<file path="config.mk">
export PLATFORM = sky130hd
export DESIGN_NAME = segsel_switch
export DESIGN_NICKNAME = d
export VERILOG_FILES = /design/src/rtl/segsel_pkg.sv /design/src/rtl/segsel_sync.sv /design/src/rtl/segsel_linecond.sv /design/src/rtl/segsel_engine.sv /design/src/rtl/segsel_maskreg.sv /design/src/rtl/segsel_switch.sv
export SDC_FILE = /design/constraint.sdc
export NUM_CORES = 1
export LEC_CHECK = 0
export ABC_CLOCK_PERIOD_IN_PS = 5850
export BUFFER_PORTS_ARGS = -buffer_cell sky130_fd_sc_hd__buf_2
export CORE_ASPECT_RATIO = 1.25
export CORE_MARGIN = 2
export CORE_UTILIZATION = 35
export DETAILED_ROUTE_END_ITERATION = 8
export SYNTH_ARGS = -nofsm -noshare
export SYNTH_HDL_FRONTEND = slang
export SYNTH_HIERARCHICAL = 1
export SYNTH_SLANG_ARGS = --single-unit
</file>
<file path="constraint.sdc">
create_clock -name clk -period 5.85 [get_ports clk]
set_input_delay 1.17 -clock clk [delete_from_list [all_inputs] [get_ports clk]]
set_output_delay 1.17 -clock clk [all_outputs]
set_load 0.05 [all_outputs]
</file>
<file path="src/rtl/segsel_pkg.sv">
package segsel_pkg;

    localparam int BYTE_W = 8;
    localparam int CNT_W  = 4;
    localparam int ADDR_W = 7;

    typedef enum logic [2:0] {
        ST_IDLE,
        ST_ADDR,
        ST_ADDR_ACK,
        ST_WR,
        ST_WR_ACK,
        ST_RD,
        ST_RD_ACK
    } seg_state_e;

    typedef struct packed {
        seg_state_e          st;
        logic [CNT_W-1:0]    cnt;
        logic [BYTE_W-1:0]   sh;
        logic [BYTE_W-1:0]   tx;
        logic                rd;
        logic                oe;
        logic                hack;
    } eng_t;

    typedef struct packed {
        logic scl;
        logic sda;
    } line_t;

endpackage

</file>
<file path="src/rtl/segsel_sync.sv">
module segsel_sync #(
    parameter int LINES  = 2,
    parameter int STAGES = 2
) (
    input  logic             clk,
    input  logic             rst_n,
    input  logic [LINES-1:0] din,
    output logic [LINES-1:0] dout
);
    for (genvar g = 0; g < LINES; g++) begin : g_line
        logic [STAGES-1:0] chain_d, chain_q;

        always_comb begin
            chain_d = {chain_q[STAGES-2:0], din[g]};
        end

        always_ff @(posedge clk or negedge rst_n) begin
            if (!rst_n) chain_q <= '1;
            else        chain_q <= chain_d;
        end

        assign dout[g] = chain_q[STAGES-1];
    end
endmodule

</file>
<file path="src/rtl/segsel_linecond.sv">
module segsel_linecond
    import segsel_pkg::*;
(
    input  logic clk,
    input  logic rst_n,
    input  logic scl_s,
    input  logic sda_s,
    output logic scl_rise,
    output logic scl_fall,
    output logic start_p,
    output logic stop_p
);
    line_t prev_d, prev_q;

    always_comb begin
        prev_d.scl = scl_s;
        prev_d.sda = sda_s;
        scl_rise   = scl_s & ~prev_q.scl;
        scl_fall   = ~scl_s & prev_q.scl;
        start_p    = prev_q.scl & scl_s & prev_q.sda & ~sda_s;
        stop_p     = prev_q.scl & scl_s & ~prev_q.sda & sda_s;
    end

    always_ff @(posedge clk or negedge rst_n) begin
        if (!rst_n) prev_q <= '{scl: 1'b1, sda: 1'b1};
        else        prev_q <= prev_d;
    end
endmodule

</file>
<file path="src/rtl/segsel_engine.sv">
module segsel_engine
    import segsel_pkg::*;
(
    input  logic              clk,
    input  logic              rst_n,
    input  logic              scl_rise,
    input  logic              scl_fall,
    input  logic              start_p,
    input  logic              stop_p,
    input  logic              sda_s,
    input  logic [ADDR_W-1:0] dev_addr,
    input  logic [BYTE_W-1:0] rd_byte,
    output logic              sda_oe,
    output logic              wr_stb,
    output logic [BYTE_W-1:0] wr_byte
);
    localparam logic [CNT_W-1:0] LAST_BIT = CNT_W'(BYTE_W);

    eng_t q, d;

    always_comb begin
        d       = q;
        wr_stb  = 1'b0;
        wr_byte = q.sh;
        if (stop_p) begin
            d.st = ST_IDLE;
            d.oe = 1'b0;
        end else if (start_p) begin
            d.st  = ST_ADDR;
            d.cnt = '0;
            d.oe  = 1'b0;
        end else begin
            unique case (q.st)
                ST_ADDR: begin
                    if (scl_rise && q.cnt < LAST_BIT) begin
                        d.sh  = {q.sh[BYTE_W-2:0], sda_s};
                        d.cnt = q.cnt + 1'b1;
                    end else if (scl_fall && q.cnt == LAST_BIT) begin
                        if (q.sh[BYTE_W-1:1] == dev_addr) begin
                            d.st = ST_ADDR_ACK;
                            d.oe = 1'b1;
                            d.rd = q.sh[0];
                        end else begin
                            d.st = ST_IDLE;
                        end
                    end
                end
                ST_ADDR_ACK: begin
                    if (scl_fall) begin
                        d.cnt = '0;
                        if (q.rd) begin
                            d.tx = rd_byte;
                            d.oe = ~rd_byte[BYTE_W-1];
                            d.st = ST_RD;
                        end else begin
                            d.oe = 1'b0;
                            d.st = ST_WR;
                        end
                    end
                end
                ST_WR: begin
                    if (scl_rise && q.cnt < LAST_BIT) begin
                        d.sh  = {q.sh[BYTE_W-2:0], sda_s};
                        d.cnt = q.cnt + 1'b1;
                    end else if (scl_fall && q.cnt == LAST_BIT) begin
                        d.oe   = 1'b1;
                        d.st   = ST_WR_ACK;
                        wr_stb = 1'b1;
                    end
                end
                ST_WR_ACK: begin
                    if (scl_fall) begin
                        d.oe  = 1'b0;
                        d.cnt = '0;
                        d.st  = ST_WR;
                    end
                end
                ST_RD: begin
                    if (scl_rise && q.cnt < LAST_BIT) begin
                        d.cnt = q.cnt + 1'b1;
                    end else if (scl_fall) begin
                        if (q.cnt == LAST_BIT) begin
                            d.oe = 1'b0;
                            d.st = ST_RD_ACK;
                        end else begin
                            d.tx = {q.tx[BYTE_W-2:0], 1'b0};
                            d.oe = ~q.tx[BYTE_W-2];
                        end
                    end
                end
                ST_RD_ACK: begin
                    if (scl_rise) begin
                        d.hack = ~sda_s;
                    end else if (scl_fall) begin
                        if (q.hack) begin
                            d.tx  = rd_byte;
                            d.oe  = ~rd_byte[BYTE_W-1];
                            d.cnt = '0;
                            d.st  = ST_RD;
                        end else begin
                            d.st = ST_IDLE;
                        end
                    end
                end
                default: begin
                    d.oe = 1'b0;
                end
            endcase
        end
    end

    always_ff @(posedge clk or negedge rst_n) begin
        if (!rst_n) begin
            q <= '{st: ST_IDLE, cnt: '0, sh: '0, tx: '0, rd: 1'b0, oe: 1'b0, hack: 1'b0};
        end else begin
            q <= d;
        end
    end

    assign sda_oe = q.oe;
endmodule

</file>
<file path="src/rtl/segsel_maskreg.sv">
module segsel_maskreg
    import segsel_pkg::*;
#(
    parameter int NUM_CH = 8
) (
    input  logic              clk,
    input  logic              rst_n,
    input  logic              start_p,
    input  logic              stop_p,
    input  logic              wr_stb,
    input  logic [BYTE_W-1:0] wr_byte,
    output logic [NUM_CH-1:0] active
);
    typedef struct packed {
        logic [NUM_CH-1:0] pend;
        logic              pend_vld;
        logic [NUM_CH-1:0] act;
    } mask_t;

    mask_t q, d;

    always_comb begin
        d = q;
        if (wr_stb) begin
            d.pend     = wr_byte[NUM_CH-1:0];
            d.pend_vld = 1'b1;
        end
        if (start_p) begin
            d.pend_vld = 1'b0;
        end
        if (stop_p) begin
            if (q.pend_vld) d.act = q.pend;
            d.pend_vld = 1'b0;
        end
    end

    always_ff @(posedge clk or negedge rst_n) begin
        if (!rst_n) q <= '0;
        else        q <= d;
    end

    assign active = q.act;
endmodule

</file>
<file path="src/rtl/segsel_switch.sv">
module segsel_switch
    import segsel_pkg::*;
#(
    parameter int                       NUM_CH      = 8,
    parameter int                       STRAP_W     = 3,
    parameter int                       SYNC_STAGES = 2,
    parameter logic [ADDR_W-STRAP_W-1:0] ADDR_FIXED = 'b1110
) (
    input  logic               clk,
    input  logic               rst_n,
    input  logic               scl_in,
    input  logic               sda_in,
    input  logic [STRAP_W-1:0] strap_in,
    output logic               sda_pull_low,
    output logic [NUM_CH-1:0]  chan_en
);
    logic [1:0]        raw_lines, sync_lines;
    logic              scl_s, sda_s;
    logic              scl_rise, scl_fall, start_p, stop_p;
    logic              wr_stb;
    logic [BYTE_W-1:0] wr_byte;
    logic [BYTE_W-1:0] rd_byte;
    logic [NUM_CH-1:0] active;
    logic [ADDR_W-1:0] dev_addr;

    assign raw_lines = {scl_in, sda_in};
    assign scl_s     = sync_lines[1];
    assign sda_s     = sync_lines[0];
    assign dev_addr  = {ADDR_FIXED, strap_in};

    always_comb begin
        rd_byte               = '0;
        rd_byte[NUM_CH-1:0]   = active;
    end

    segsel_sync #(.LINES(2), .STAGES(SYNC_STAGES)) u_sync (
        .clk   (clk),
        .rst_n (rst_n),
        .din   (raw_lines),
        .dout  (sync_lines)
    );

    segsel_linecond u_cond (
        .clk      (clk),
        .rst_n    (rst_n),
        .scl_s    (scl_s),
        .sda_s    (sda_s),
        .scl_rise (scl_rise),
        .scl_fall (scl_fall),
        .start_p  (start_p),
        .stop_p   (stop_p)
    );

    segsel_engine u_eng (
        .clk      (clk),
        .rst_n    (rst_n),
        .scl_rise (scl_rise),
        .scl_fall (scl_fall),
        .start_p  (start_p),
        .stop_p   (stop_p),
        .sda_s    (sda_s),
        .dev_addr (dev_addr),
        .rd_byte  (rd_byte),
        .sda_oe   (sda_pull_low),
        .wr_stb   (wr_stb),
        .wr_byte  (wr_byte)
    );

    segsel_maskreg #(.NUM_CH(NUM_CH)) u_mask (
        .clk     (clk),
        .rst_n   (rst_n),
        .start_p (start_p),
        .stop_p  (stop_p),
        .wr_stb  (wr_stb),
        .wr_byte (wr_byte),
        .active  (active)
    );

    assign chan_en = active;
endmodule

</file>
==> results of run 1 <==
[where the power goes]
| group | leakage (nW) | total [mW] | internal, mW | switching, mW |
|---|---|---|---|---|
| Sequential | 0.647 | 0.389 | 0.352 | 0.0365 |
| Combinational | 0.507 | 0.136 | 0.0658 | 0.0701 |
| Clock | 0.0516 | 0.213 | 0.0969 | 0.116 |
[state kept, by name, summed over array words and instances (netlist names)]
name,count
u_cond/prev_q,2
u_eng/sda_oe,1
u_mask/q,9
u_eng/q,16
u_sync/g_line.chain_q,4
u_eng/wr_byte,8
u_mask/active,8
[through the flow]
step                      total power [mW]  instance area [um2]  utilization, %  setup slack [ps]
after floorplan                      0.510                 2600               -              3530
after global placement               0.532                 2600            35.7              3300
after detailed placement             0.531                 2600            35.7              3300
after CTS                            0.750                 2690            37.0              3320
after global routing                 0.782                 2690            37.0              3100
final                                0.737                 2690            37.0              3320
[worst max-delay path by stage]
stage / endpoint / from
6_report: u_mask/q[16] / u_sync/g_line[0].chain_q[1]
3_3_place_gp: u_eng/sda_oe / strap_in[0]
2_1_floorplan: u_eng/q[2] / strap_in[0]
4_1_cts: u_mask/q[16] / u_sync/g_line[0].chain_q[1]
5_1_grt: u_mask/q[16] / u_sync/g_line[0].chain_q[1]
3_5_place_dp: u_eng/sda_oe / strap_in[0]
[worst max-delay path, delay by kind of cell (launching register included)]
family / cells / cell delay (ps)
multiplexers: 1 / 410
AND/OR/NAND/NOR: 4 / 1450
flip-flops: 1 / 560
[synthesized netlist by cell type, drive strengths merged, types with 3 or more instances]
library cell,n
dfrtp,42
mux2,28
buf,25
o21ai,17
nand2,14
nor2,11
inv,9
a21oi,8
mux2i,8
dfstp,6
xor2,6
nand3,4
nor3,4
and2b,3
nand2b,3
nand3b,3
nand4,3
[layout make-up]
cell class	count	area, um2
Multi-Input combinational cell	152	1160
Fill cell	761	4580
Clock buffer	6	82.6
Sequential cell	48	1210
Timing Repair Buffer	15	75.1
Inverter	9	33.8
Clock inverter	2	13.8
Tap cell	92	115
[layer usage]
| layer | vias to the layer above | part of all wire (%) | track usage [%] |
|---|---|---|---|
| met5 | - | 0 | 0 |
| met3 | 6 | 3.1 | 2.07 |
| met4 | 0 | 1.7 | 4.95 |
| li1 | 807 | - | - |
| met2 | 28 | 47 | 18.0 |
| met1 | 831 | 48 | 18.5 |
[cell families after synthesis]
logic type                 Yosys count  synth area share [%]
muxes                               36                  15.6
xor gates and xnor gates             7                  2.37
AOI/OAI and AO/OA                   46                  12.5
DFF                                 48                  46.7
buffers and inverters               36                  8.65
adders and majority gates            2                 0.966
other                                2                 0.290
and+or+nand+nor                     57                  13.0
[placed cells by master (no fill, tap or decap), types with 4 or more instances in the layout]
cell type / Yosys / routed
dfrtp_1: 42 / 42
mux2_2: 25 / 25
buf_2: 5 / 15
o21ai_0: 15 / 15
nand2_1: 12 / 12
inv_1: 9 / 9
nor2_1: 9 / 9
mux2i_1: 8 / 8
a21oi_1: 7 / 7
clkbuf_8: 0 / 6
dfstp_2: 6 / 6
xor2_1: 6 / 6
conb_1: 2 / 4
nand3_1: 4 / 4
nor3_1: 4 / 4
==> metrics.cfg, run 1 <==
[synth]
synth_warnings=6
syn_inst=234
syn_area_um2=2590
synthTopCellsByArea=dfrtp_1, mux2_2, dfstp_2, buf_4, mux2i_1
synthFlopType=dfrtp_1
async_reset_ff_share_pct=100
synth_top_area_cell=dfrtp_1
ys_seq_area_share_pct=46.7
synth-edff-count=0
ys_seq_elements=48
synth_top_area_share_pct=40.6
synth_cell_type_count=56
synth.avg_cell_area_um2=11.1

[detailed_routing]
drc_errors=0
via_per_inst=5.16
dr.pass1.iters=4
avgRoutedWirePerCell_um=14.4
ant_nets=0
drtIter0Drc=90
wirelength_um=4680
num_vias=1672

[place]
dp_hpwl_um=3280
gp_congestion=0.826
port-buffer-count=15
placed_cells=316

[clocking]
root_buffer=clkbuf_8
cts_hold_buffers=0
htree_levels=2
cts.sinks=48
cts_buffers=5
post_cts_buffers=0
clk_pin_slew_ps=90
insertion_delay_ps=300
cts_tree=yes
ctsResizeCount=0
clockBufferDepth=2

[floorplan]
die_w_um=80.9
fp.dieH_um=100
initial_core_util_pct=35.6
core_um2=7270
rows=35
dieArea_um2=8100
io_pins=16

[cells_and_area]
diodes=0
fin_cells=324
syn_to_final_growth_pct=4.01
drive_gt1_share_pct=30.6
layout.nets=240

[critical_path]
r2r_cells=5
crit_type=flip-flop to flip-flop
r2r-start=u_sync/g_line[0].chain_q[1]
required_ps=6030
critical_path_arrival_ps=2720
reg2reg_slack_ps=3320
path_cells=and4b_1, nor4b_2, nand4_1, nor2_1, mux2_2
r2r-end=u_mask/q[16]
slowest_delay_ps=600
critPathLaunchType=flip-flop
critPathMaxFanout=10
cp_slowest_cell=nor2_1
worstSetupEndpointType=flip-flop

[sta]
finClkSkew_ps=8.04
rsz0062_at_grt=no
finalSetupViolCount=0
fmax_mhz=395
hold_violations=0
holdWs_ps=359
max_slew_margin_pct=28.2
post-route-period-util_pct=43.3
drv_slew=0
worst_pin_slew_ps=1080
post-route-min-period_ps=2530
finalSetupTns_ps=0

[global_routing]
grt-ovfl-total=0
grt_pass1_wl_um=7960
grt_pass1_vias=1572
grt_max_degree=49
antenna_found_initial=0
grt_usage_pct=12.5

[pwr]
vdd_drop_max_mv=0.153
p_per_area_nw_per_um2=274
p_leak_nw=1.21

[min_path]
hold_path_end=u_sync/g_line[0].chain_q[1]
whs_path_depth=0
min_from=u_sync/g_line[0].chain_q[0]
hold_path.class=flip-flop to flip-flop

[flow_run]
maxCapViolCount=0

[status]
status=completed

Note: power is estimated with default switching activity, not from simulation.
==> run 2, diff against run 1 <==
ABC_CLOCK_PERIOD_IN_PS = 2300   (was 5850)
clock period = 2.3 ns   (was 5.85 ns; I/O delays follow)
==> run 2 against run 1 <==
  * Clock-buffer cell count fell by 1
  * Sequential share of layout area fell by 2.3 points
  * Sequential cell count did not move
  * Highest routed layer unchanged
==> metrics.cfg, run 2 (synthesis gave the netlist of run 1 again) <==
[sta]
fmax_mhz=460  ; +16%
worst_pin_slew_ps=629  ; -448 ps
finClkSkew_ps=3.23  ; -4.80 ps
drv_slew=0  ; unchanged
post-route-period-util_pct=94.6  ; +51 points
finalSetupViolCount=0  ; unchanged
fin_ws_ps=124  ; -3190 ps
post-route-min-period_ps=2180  ; -358 ps
max_slew_margin_pct=58.1  ; +30 points
finalSetupTns_ps=0  ; unchanged
hold_violations=0  ; unchanged
rsz0062_at_grt=no

[clocking]
clk_pin_slew_ps=90  ; about the same
root_buffer=clkbuf_8
post_cts_buffers=0  ; unchanged
cts_tree=yes
cts_hold_buffers=0  ; unchanged
cts.sinks=48  ; unchanged
ctsResizeCount=0  ; unchanged
clockBufferDepth=2  ; unchanged
cts_buffers=5  ; unchanged
insertion_delay_ps=300  ; about the same
htree_levels=2  ; unchanged

[cells_and_area]
final_common_cell=dfrtp_1
fillers=760  ; -0.13%
top_regs=u_eng/q x16, u_mask/q x9
final_area_um2=2840  ; +5.3%
multiInputGateArea_um2=1170  ; +0.97%
drive_gt1_share_pct=34.4  ; +3.8 points
diodes=0  ; unchanged
layout.nets=252  ; +5.0%
postLayoutCoreUtil_pct=39.0  ; +2.0 points
seq_area_um2=1210  ; unchanged
largest_reg_flops=16  ; unchanged
largest_register=u_eng/q
syn_to_final_growth_pct=9.52
final_cell_mix=dfrtp_1, mux2_2, buf_2, o21ai_0

[critical_path]
path_delay_family=simple AND/OR/NAND/NOR gates
critPathBufInv=1  ; +1
cp_slowest_cell=dfstp_2
critical_path_arrival_ps=2370  ; -350 ps
critPathLaunchType=flip-flop
required_ps=2490  ; -3540 ps
worstSetupEndpointType=flip-flop
slowest_delay_ps=560  ; -40 ps
path_cells=and4b_1, buf_4, a211oi_1, or3_4, o21bai_1, mux2_1
critPathMaxFanout=6  ; -4
crit_type=flip-flop to flip-flop

[detailed_routing]
num_vias=1704  ; +1.9%
drc_errors=0  ; unchanged
avgRoutedWirePerCell_um=14.4  ; -0.58%
ant_nets=0  ; unchanged
drtIter0Drc=173  ; +92%
dr.pass1.iters=4  ; unchanged
wirelength_um=4820  ; +3.1%
via_per_inst=5.07  ; -1.7%

[floorplan]
io_pins=16  ; unchanged
core_um2=7270  ; unchanged
die_w_um=80.9  ; unchanged
initial_core_util_pct=35.6  ; unchanged
fp.dieH_um=100  ; unchanged
rows=35  ; unchanged
dieArea_um2=8100  ; unchanged

[global_routing]
grt_usage_pct=13.3  ; +0.89 points
antenna_found_initial=0  ; unchanged
grt_pass1_vias=1697  ; +8.0%
grt_pass1_wl_um=8440  ; +6.0%
grt_max_degree=30  ; -39%
grt-ovfl-total=0  ; unchanged

[flow_run]
maxCapViolCount=0  ; unchanged

[pwr]
p_leak_nw=1.29  ; +6.6%
vdd_drop_max_mv=0.420  ; +170%
p_per_area_nw_per_um2=734  ; +170%

[min_path]
hold_path.class=input port to async pin

[place]
gp_congestion=0.879  ; +6.4%
dp_hpwl_um=3640  ; +11%
placed_area_um2=2690  ; +3.5%
place_ws_ps=112  ; -3180 ps
port-buffer-count=15  ; unchanged

[status]
status=completed

==> run 2: final timing paths <==
kind	from	endpoint	slack, ps	cells after the start
min in group clk	scl_in	u_sync/g_line[1].chain_q[0]	250	1
setup / recovery	u_cond/prev_q[1]	u_eng/q[19]	120	6
max in group asynchronous	rst_n	u_cond/prev_q[1]	1490	2
hold reg to reg	u_sync/g_line[0].chain_q[0]	u_sync/g_line[0].chain_q[1]	360	0
setup reg to reg	u_cond/prev_q[1]	u_eng/q[19]	120	6
hold / removal	rst_n	u_mask/active[3]	170	1
==> run 2: through the flow <==
stage,hold WS (ps),cells,power [mW]
after CTS,180,336,2.10
after floorplan,164,236,1.30
after global placement,346,328,1.36
after detailed placement,348,328,1.36
after global routing,204,336,2.20
final,169,336,2.08
==> run 2: layout make-up <==
class / count / area share, %
clock buffers: 5 / 2.43
clock inverters: 3 / 2.43
flip-flops and latches: 48 / 42.6
repair buffers: 27 / 5.83
inverters: 9 / 1.19
multi-input cells: 152 / 41.4
well taps: 92 / 4.06
==> run 2: power breakdown <==
group          internal, mW  switching [mW]
logic                 0.187           0.190
clock network         0.438           0.294
registers             0.896          0.0763
total                  1.52           0.560
==> run 2: metal layers <==
layer / vias to the layer above / track usage [%] / routed length (um)
li1: 826 / - / -
met4: 0 / 5.87 / 175
met1: 831 / 17.1 / 2130
met2: 36 / 21.6 / 2370
met5: - / 0 / 0
met3: 11 / 2.79 / 140
==> run 3, diff against run 2 <==
BUFFER_PORTS_ARGS = default   (was -buffer_cell sky130_fd_sc_hd__buf_2)
DONT_BUFFER_PORTS = 1   (was default)
==> run 3 against run 2 <==
  * First-iteration DRC count fell by 28%
  * Highest routed layer unchanged
  * Wire length shrank 0.29%
  * Via count shrank 3.1%
  * Largest power group unchanged
  * Non-clock buffer count fell by 13
  * Fmax grew 0.87%
  * Design area fell by 3.4%
  * Critical path depth unchanged
  * Sequential power about the same
  * Worst setup slack improved by 19 ps
  * Worst hold slack worse by 19 ps
  * Final cell count fell by 4.2%
==> metrics.cfg, run 3 (synthesis gave the netlist of run 1 again) <==
[critical_path]
critPathLaunchType=flip-flop
r2r-start=u_sync/g_line[1].chain_q[1]
r2r_cells=6  ; unchanged
critPathBufInv=0  ; -1
worstSetupEndpointType=flip-flop
slowest_delay_ps=560  ; about the same
cp_slowest_cell=dfstp_2
critical_path_arrival_ps=2340  ; -30 ps
critPathMaxFanout=6  ; unchanged
r2r-end=u_eng/q[24]
path_delay_family=compound AO/OA/AOI/OAI gates
reg2reg_slack_ps=140  ; +20 ps
path_cells=and4b_1, nor4b_2, a21boi_1, a221o_2, a21oi_4, mux2_4
required_ps=2480  ; about the same
crit_type=flip-flop to flip-flop

[floorplan]
fp.dieH_um=100  ; unchanged
initial_core_util_pct=35.6  ; unchanged
core_um2=7270  ; unchanged
rows=35  ; unchanged
dieArea_um2=8100  ; unchanged
die_w_um=80.9  ; unchanged
io_pins=16  ; unchanged

[cells_and_area]
largest_reg_flops=16  ; unchanged
final_area_um2=2740  ; -3.4%
fin_cells=322  ; -4.2%
diodes=0  ; unchanged
largest_register=u_eng/q
drive_gt1_share_pct=29.6  ; -4.9 points
layout.nets=239  ; -5.2%
syn_to_final_growth_pct=5.85
top_regs=u_eng/q x16, u_mask/q x9
final_cell_mix=dfrtp_1, mux2_2, o21ai_0, buf_4, nand2_1
postLayoutCoreUtil_pct=37.7  ; -1.3 points
final_common_cell=dfrtp_1

[detailed_routing]
num_vias=1651  ; -3.1%
avgRoutedWirePerCell_um=14.9  ; +4.0%
drc_errors=0  ; unchanged
drtIter0Drc=125  ; -28%
dr.pass1.iters=4  ; unchanged
via_per_inst=5.13  ; +1.1%
ant_nets=0  ; unchanged
wirelength_um=4810  ; -0.29%

[flow_run]
maxCapViolCount=0  ; unchanged

[sta]
holdWs_ps=150  ; -19.1 ps
drv_slew=0  ; unchanged
max_slew_margin_pct=64.4  ; +6.3 points
finalSetupTns_ps=0  ; unchanged
post-route-min-period_ps=2160  ; -18.8 ps
fin_ws_ps=143  ; +18.8 ps
rsz0062_at_grt=no
finClkSkew_ps=6.88  ; +3.65 ps
finalSetupViolCount=0  ; unchanged
worst_pin_slew_ps=534  ; -94.7 ps
fmax_mhz=464  ; +0.87%
hold_violations=0  ; unchanged
post-route-period-util_pct=93.8  ; -0.82 points

[place]
gp_congestion=0.872  ; -0.76%
placed_cells=313  ; -4.6%
dp_hpwl_um=3520  ; -3.3%
port-buffer-count=0  ; -15
placed_area_um2=2610  ; -2.8%
place_ws_ps=164  ; +52.2 ps

[min_path]
hold_path_end=u_sync/g_line[1].chain_q[0]
whs_path_depth=0
hold_path.class=input port to flip-flop
min_from=scl_in

[clocking]
htree_levels=2  ; unchanged
clk_pin_slew_ps=80  ; about the same
cts_buffers=5  ; unchanged
root_buffer=clkbuf_8
insertion_delay_ps=300  ; about the same
cts.sinks=48  ; unchanged
cts_tree=yes
ctsResizeCount=0  ; unchanged
clockBufferDepth=2  ; unchanged

[global_routing]
grt_pass1_wl_um=8210  ; -2.7%
grt_max_degree=49  ; +63%
grt_pass1_vias=1627  ; -4.1%
grt_usage_pct=13.2  ; -0.18 points
antenna_found_initial=0  ; unchanged
grt-ovfl-total=0  ; unchanged

[pwr]
p_leak_nw=1.21  ; -6.2%
power_mw=1.87  ; -10%
p_per_area_nw_per_um2=683  ; -7.0%
vdd_drop_max_mv=0.290  ; -31%

[status]
status=completed

-- run 3: changes by cell type in the layout (fill, tap and decap cells not counted), sizes merged --
| cell | change |
|---|---|
| clkinv | +1 |
| buf | -14 |
| inv | -1 |
| bufinv | -2 |
| dlygate4sd3 | +1 |
| clkbuf | +1 |
-- run 3: worst max path at each step --
stage                              end                        start  slack (ps)  depth (start not counted)
after floorplan            u_eng/q[23]  u_sync/g_line[0].chain_q[1]         150                          7
after global placement     u_eng/q[19]  u_sync/g_line[1].chain_q[1]         190                          6
after detailed placement   u_eng/q[19]  u_sync/g_line[1].chain_q[1]         160                          6
after CTS                  u_eng/q[19]  u_sync/g_line[1].chain_q[1]         140                          6
after global routing      u_mask/q[12]  u_sync/g_line[0].chain_q[1]          30                          6
final                      u_eng/q[24]  u_sync/g_line[1].chain_q[1]         140                          6
-- run 3: final cells by class --
class / count / area, um2
clock buffers: 6 / 82.6
clock inverters: 1 / 8.76
fillers: 753 / 4530
inverters: 9 / 33.8
multi-input cells: 152 / 1160
flip-flops and latches: 48 / 1210
well taps: 92 / 115
repair buffers: 14 / 128
-- run 3: layer usage --
metal	vias up	part of all wire, %	wire length [um]	GRT usage (%)
met5	-	0	0	0
met4	0	3.3	161	6.65
met3	12	3.9	189	3.06
met2	33	49	2340	20.3
met1	809	44	2120	17.2
li1	797	-	-	-
-- run 3: what timing repair did --
item | 4_1_cts | 5_1_grt
hold buffers | 2 | 0
setup buffers | 0 | 0
hold endpoints to repair | 48 | 0
-- run 3: power by group --
group          internal [mW]  total [mW]  switching [mW]
clock                  0.240       0.516           0.276
combinational          0.187       0.379           0.192
sequential             0.896       0.975          0.0786
total                   1.32        1.87           0.547
